==> src/rtl/shmem_arb.sv <==
module shmem_arb #(
  parameter int AW        = 4,
  parameter int DW        = 16,
  parameter int HW_CYC    = 9,
  parameter int HR_CYC    = 5,
  parameter int NW_CYC    = 5,
  parameter int NET_BURST = 2
) (
  input  logic          clk,
  input  logic          rst_n,
  input  logic          host_req,
  input  logic          host_we,
  input  logic [AW-1:0] host_addr,
  input  logic [DW-1:0] host_wdata,
  output logic          host_ack,
  output logic [DW-1:0] host_rdata,
  input  logic          net_req,
  input  logic [AW-1:0] net_addr,
  input  logic [DW-1:0] net_wdata,
  output logic          net_done,
  output logic          mem_en,
  output logic          mem_we,
  output logic [AW-1:0] mem_addr,
  output logic [DW-1:0] mem_wdata,
  input  logic [DW-1:0] mem_rdata
);
  localparam int MAXC = (HW_CYC > HR_CYC) ? ((HW_CYC > NW_CYC) ? HW_CYC : NW_CYC)
                                          : ((HR_CYC > NW_CYC) ? HR_CYC : NW_CYC);
  localparam int CW = $clog2(MAXC + 1);
  localparam int RW = $clog2(NET_BURST + 1);

  logic          busy, own_host;
  logic [CW-1:0] cnt;
  logic [RW-1:0] run;

  wire pick_host = host_req && (!net_req || run >= RW'(NET_BURST));
  wire pick_net  = net_req && !pick_host;

  assign mem_en = busy;

  always_ff @(posedge clk) begin
    if (!rst_n) begin
      busy       <= 1'b0;
      own_host   <= 1'b0;
      cnt        <= '0;
      run        <= '0;
      mem_we     <= 1'b0;
      mem_addr   <= '0;
      mem_wdata  <= '0;
      host_ack   <= 1'b0;
      net_done   <= 1'b0;
      host_rdata <= '0;
    end else begin
      host_ack <= 1'b0;
      net_done <= 1'b0;
      if (busy) begin
        if (cnt == '0) begin
          busy <= 1'b0;
          if (own_host) begin
            host_ack <= 1'b1;
            if (!mem_we) host_rdata <= mem_rdata;
          end else begin
            net_done <= 1'b1;
          end
        end else begin
          cnt <= cnt - 1'b1;
        end
      end else if (pick_host) begin
        busy      <= 1'b1;
        own_host  <= 1'b1;
        mem_we    <= host_we;
        mem_addr  <= host_addr;
        mem_wdata <= host_wdata;
        cnt       <= host_we ? CW'(HW_CYC - 1) : CW'(HR_CYC - 1);
        run       <= '0;
      end else if (pick_net) begin
        busy      <= 1'b1;
        own_host  <= 1'b0;
        mem_we    <= 1'b1;
        mem_addr  <= net_addr;
        mem_wdata <= net_wdata;
        cnt       <= CW'(NW_CYC - 1);
        if (run < RW'(NET_BURST)) run <= run + 1'b1;
      end
    end
  end


  ack_pulse_chk: assert property (@(posedge clk) disable iff (!rst_n)
    host_ack |=> !host_ack);


  done_pulse_chk: assert property (@(posedge clk) disable iff (!rst_n)
    net_done |=> !net_done);


  idle_on_pulse_chk: assert property (@(posedge clk) disable iff (!rst_n)
    (host_ack || net_done) |-> !mem_en);


  hold_stable_chk: assert property (@(posedge clk) disable iff (!rst_n)
    (mem_en && $past(mem_en)) |-> ($stable(mem_addr) && $stable(mem_we) && $stable(mem_wdata)));


  pulse_excl_chk: assert property (@(posedge clk) disable iff (!rst_n)
    $onehot0({host_ack, net_done}));


  burst_cap_chk: assert property (@(posedge clk) disable iff (!rst_n)
    run <= RW'(NET_BURST));
endmodule

==> config.mk <==
export PLATFORM = sky130hd
export DESIGN_NAME = shmem_arb
export DESIGN_NICKNAME = d
export VERILOG_FILES = /design/src/rtl/shmem_arb.sv
export SDC_FILE = /design/constraint.sdc
export NUM_CORES = 1
export LEC_CHECK = 0
export BUFFER_PORTS_ARGS = -buffer_cell sky130_fd_sc_hd__buf_2
export CORE_MARGIN = 3
export CORE_UTILIZATION = 35
export CTS_CLUSTER_SIZE = 40
export DETAILED_ROUTE_END_ITERATION = 12
export PLACE_DENSITY = 0.61
export SLEW_MARGIN = 30
export SYNTH_ARGS = -nofsm -noshare
export SYNTH_HDL_FRONTEND = slang
export SYNTH_SLANG_ARGS = --single-unit
==> constraint.sdc <==
create_clock -name clk -period 2.7 [get_ports clk]
set_clock_uncertainty 0.15 [all_clocks]
set_input_delay 0.405 -clock clk [delete_from_list [all_inputs] [get_ports clk]]
set_output_delay 0.405 -clock clk [all_outputs]
set_load 0.01 [all_outputs]
== Word-level counts from Yosys, hierarchy flattened ==
Index checks and enable logic that the tools add are counted.

* $add $sub $neg: 2
* Multipliers: 0
* Div/mod/pow operators: 0
* Order comparisons: 2
* Equal/unequal tests: 1
* Shift-type cells: 0
* Multiplexer cells: 22
* Bitwise logic cells: 2
* Reductions and logical operators: 14

{| class="wikitable"
|+ Operators by type and width
! operator !! count
|-
| $mux W16 || 2
|-
| $mux W4 || 7
|-
| $mux W1 || 10
|-
| $mux W2 || 3
|-
| $reduce_and A3 Y1 || 2
|-
| $logic_not A4 Y1 || 1
|-
| $reduce_and A2 Y1 || 2
|-
| $reduce_and A4 Y1 || 1
|-
| $reduce_bool A2 Y1 || 2
|-
| $sub A4 B1 Y4 const B || 1
|-
| $reduce_bool A3 Y1 || 1
|-
| $add A2 B1 Y2 const B || 1
|-
| $ge A2 B2 Y1 const B || 1
|-
| $logic_and A1 B1 Y1 || 2
|-
| $logic_not A1 Y1 || 2
|-
| $lt A2 B2 Y1 const B || 1
|-
| $ne A2 B2 Y1 const B || 1
|-
| $not A1 Y1 || 2
|-
| $logic_or A1 B1 Y1 || 1
|}

* Bits in registers: 47
* Bits in latches: 0
* Bits in writable memories: 0
* Bits in read-only memories: 0
* Bits of input ports: 61
* Memories kept: 0

== Depth between registers and ports, before layout ==
* Depth in word-level cells: 8
* Mapped depth: 7

== Worst setup path after synthesis ==
Ideal clock, no wire load.

* Path kind: flip-flop to flip-flop
* Start point: register run[0]
* End point: register mem_addr[0]
* Data arrival time: 1.485 ns
* Required time: 2.423 ns
* Slack: 0.938 ns
* Cell stages (with the launch flop): 8
* Path buffers: 2
* Cells stage by stage: dfxtp_1 > inv_1 > ha_1 > or3b_1 > buf_2 > buf_4 > a211oi_1 > a211oi_2

* Longest elaborated chain between the ends: 7
* Elaborated cells between the ends (all ways): 8
* Classes of those cells: order compare (1); mux (1); reduce/logical (6)

{| class="wikitable"
|+ Ends and longest elaborated chain
! item !! RTL line !! RTL
|-
| start, declared || 34 || <nowiki>logic [RW-1:0] run;</nowiki>
|-
| start signal, assigned || 83 || <nowiki>if (run < RW'(NET_BURST)) run <= run + 1'b1;</nowiki>
|-
| $ge A2 B2 Y1 * || 36 || <nowiki>wire pick_host = host_req && (!net_req || run >= RW'(NET_BURST));</nowiki>
|-
| $logic_or A1 B1 Y1 * || 36 ||
|-
| $logic_and A1 B1 Y1 * || 36 ||
|-
| $logic_not A1 Y1 || 37 || <nowiki>wire pick_net = net_req && !pick_host;</nowiki>
|-
| $logic_and A1 B1 Y1 || 37 ||
|-
| $reduce_bool A2 Y1 (no source line) || -- ||
|-
| $reduce_and A2 Y1 (no source line) || -- ||
|-
| end signal, assigned || 72 || <nowiki>mem_addr <= host_addr;</nowiki>
|-
| end signal, assigned || 80 || <nowiki>mem_addr <= net_addr;</nowiki>
|-
| end, declared || 23 || <nowiki>output logic [AW-1:0] mem_addr,</nowiki>
|}

Mark *: on every way between the ends. The rest lies on a longest branch, timed or not.
A chain may end at the register's enable or synchronous reset.

== Worst setup path in the final report ==
* Start point: register run[0]
* End point: register mem_wdata[3]

* Longest elaborated chain between the ends: 7
* Elaborated cells between the ends (all ways): 8
* Classes of those cells: order compare (1); mux (1); reduce/logical (6)

{| class="wikitable"
|+ Ends and longest elaborated chain
! item !! RTL line !! RTL
|-
| $ge A2 B2 Y1 * || 36 ||
|-
| $logic_or A1 B1 Y1 * || 36 ||
|-
| $logic_and A1 B1 Y1 * || 36 ||
|-
| $logic_not A1 Y1 || 37 ||
|-
| $logic_and A1 B1 Y1 || 37 ||
|-
| $reduce_bool A2 Y1 (no source line) || -- ||
|-
| $reduce_and A2 Y1 (no source line) || -- ||
|-
| end signal, assigned || 73 || <nowiki>mem_wdata <= host_wdata;</nowiki>
|-
| end signal, assigned || 81 || <nowiki>mem_wdata <= net_wdata;</nowiki>
|-
| end, declared || 24 || <nowiki>output logic [DW-1:0] mem_wdata,</nowiki>
|}

Marks and branches as above.

==> impl_results.md <==
* Critical Setup Path Class: reg -> reg
* Full die area at 7491 sq um
* Clock latency reported for the late side of the worst-skew pair at 0.29 ns
* Crit path launch type: flip-flop
* Most frequent cells in the layout: buf_2, dfxtp_1, nand2_1
* Pin count of the biggest net entering global routing at 33
* Cell type with the largest total area after synthesis: dfxtp_1
* Port buffer count at 100
* Number of antenna violations at the first check in global routing at 0
* Die height at 86.55 um
* Share of the clock period used by the worst path after layout at 78.70%
* Highest achievable clock rate at 470.6 MHz
* Post-Place Worst Slack at 0.5939 ns
* Vias in the first global route at 2084
* Count of warnings emitted by yosys at 0
* Final worst path period need at 2.125 ns
* Setup Buffers After CTS at 0
* Largest voltage drop on the vdd net at 0.0003510 V
* Avg Synthesized Cell Area at 9.048 sq um
* Most frequently used flop master after synthesis: dfxtp_1
* Total iterations of the first detailed-routing run at 4
* I/O pins at 101
* Areal power density over the cells at 589.2 nW/um^2
* Post-CTS Hold Buffers at 0
* Mean number of vias per cell at 5.163
* Share of async-settable or async-resettable flops after synthesis at 0%
* Placeable core region at 6096 sq um
* Initial cell density of the core at 37.25%
* TritonCTS clock tree: built
* Synth-to-layout area growth at 27.71%
* Post-Synthesis Cells at 251
* Master cell of the clock root buffer: clkbuf_8
* Finish-stage setup viols at 0
* Routed wire length per instance at 14.30 um
* Site row count at 28
* Vias at 2148
* Share of the synthesized area in the top cell type at 41.43%
* Residual overflow from global routing at 0
* DIE WIDTH at 86.55 um
* Final-layout fill cell count at 635
* Slew HR at 41.71%
* Final count of hold timing violations at 0
* Cell Count, Final, Fillers Out at 416
* PnR Total Power at 0.001709 W
* Outcome: finished, final reports clean
* Number of pins exceeding their max-slew limit in the final report at 0
* Post-route antenna net violation count at 0
* Hold crit path type: in -> reg
* Sum Neg Setup Slack at 0 ns
* CTS clock-pin slew for the worst setup and hold paths at 0.09 ns
* Hold Slack at 0.1987 ns
* Unrepaired setup endpoints after global routing: no
* Top area cells in the synthesized netlist: dfxtp_1, a211oi_2, mux2i_1, a211oi_1, nand2_1
* Overall fraction of global-route tracks in use at 15.78%
* Gpl congestion at 0.7669
* Final worst-path setup slack at 0.5750 ns
* Quantity of gates resized following cts at 0
* Ratio of cells with drive above 1 in the final layout at 40.76%
* # placed instances at 408
* Leakage Power at 1.256 nW
* Final routed DRC violation total at 0
* Clock Path Buffers at 2
* Iteration-0 DRC Markers at 70
* Final wirelength at 5948 um
* Wire length of the first global-routing pass at 9632 um
* Flop and latch count out of synthesis at 47
* CTS buffer count at 5
* Highest fanout seen on the critical path at 16
* Slew at the pin closest to its max-slew limit at 0.8737 ns
* Number of unique standard cell types used by synthesis at 41
* Number of max-cap violations at 0
* Data required time at the worst endpoint at 2.72 ns
* Arrival time of data at the critical path endpoint at 2.14 ns
* Detail Placement HPWL at 4237 um
* Post-Syn Nets at 314
* CP Capture Type: flip-flop
* Number of nets in the finished design at 403
* Most common library cell in the layout ignoring fill and taps: buf_2
* Antenna diode instance count at 0
* Area of the mapped netlist at 2271 sq um
* H-Tree Depth at 2
* Clock sink total at 47
* Post-synth EDFFs at 0
* Sequential cell area fraction in the yosys report at 41.43%
[cell type report]
type                            instances  area (sq um)  area share, %
Clock buffer                            6         82.58          2.847
Sequential cell                        47         940.9          32.44
Timing Repair Buffer                  106         545.5          18.81
Multi-Input combinational cell        172          1172          40.42
Tap cell                               75         93.84          3.236
Inverter                                8         30.03          1.035
Clock inverter                          2         35.03          1.208
[critical path, cell delays in order (launching register included)]
cell      delay [ns]
dfxtp_1         0.33
inv_1           0.06
ha_1            0.21
or3b_1          0.61
buf_4           0.29
a211oi_1        0.30
a211oi_2        0.06
[sequential cells by signal (all words and copies together) (netlist names)]
signal,flops
cnt,4
mem_addr,4
run,2
mem_wdata,16
mem_en,1
own_host,1
host_rdata,16
host_ack,1
net_done,1
mem_we,1
[routing by layer]
layer	routed length [um]	up-vias	global-route usage [%]
li1	-	1072	-
met1	2756	993	21.30
met2	2627	78	25.45
met3	528	5	4.373
met4	36	0	2.975
met5	0	-	0
[per-stage QoR]
stage	util (%)	cell area, sq um
after floorplan	-	2271
after global placement	45.65	2783
after detailed placement	45.65	2783
after CTS	47.58	2900
after global routing	47.58	2900
final	47.58	2900
[report_power, final]
group	internal (W)	switching (W)	leakage (nW)	total, W
registers	0.000750	0.0000398	0.386	0.000790
clock network	0.000300	0.000236	0.0612	0.000536
logic	0.000164	0.000220	0.809	0.000384
total	0.00121	0.000495	1.26	0.00171
[worst paths after layout]
check	start	end	slack [ns]	cells past startpoint
setup / recovery	run[0]$_SDFFE_PN0P_	mem_wdata[3]$_SDFFE_PN0P_	0.58	6
hold / removal	mem_rdata[0]	host_rdata[0]$_SDFFE_PN0P_	0.20	3
setup reg to reg	run[0]$_SDFFE_PN0P_	mem_wdata[3]$_SDFFE_PN0P_	0.58	6
hold reg to reg	host_rdata[11]$_SDFFE_PN0P_	host_rdata[11]$_SDFFE_PN0P_	0.31	2
[Yosys cell counts (2+ instances only)]
cell type,instances
inv_1,8
nand2_1,35
clkbuf_1,16
nor2_1,23
buf_2,3
buf_6,4
and3b_1,2
ha_1,2
dfxtp_1,47
a211oi_2,19
o21ai_0,22
a211o_1,2
a21oi_1,5
a211oi_1,21
mux2i_1,16
[cells by family after synthesis]
kind of cell / share of synthesized area (%)
fa+ha+maj: 1.102
mux: 7.052
flops: 41.43
buf+inv: 6.942
simple gates: 14.60
compound gates: 28.87
(Power assumes the default switching activity.)
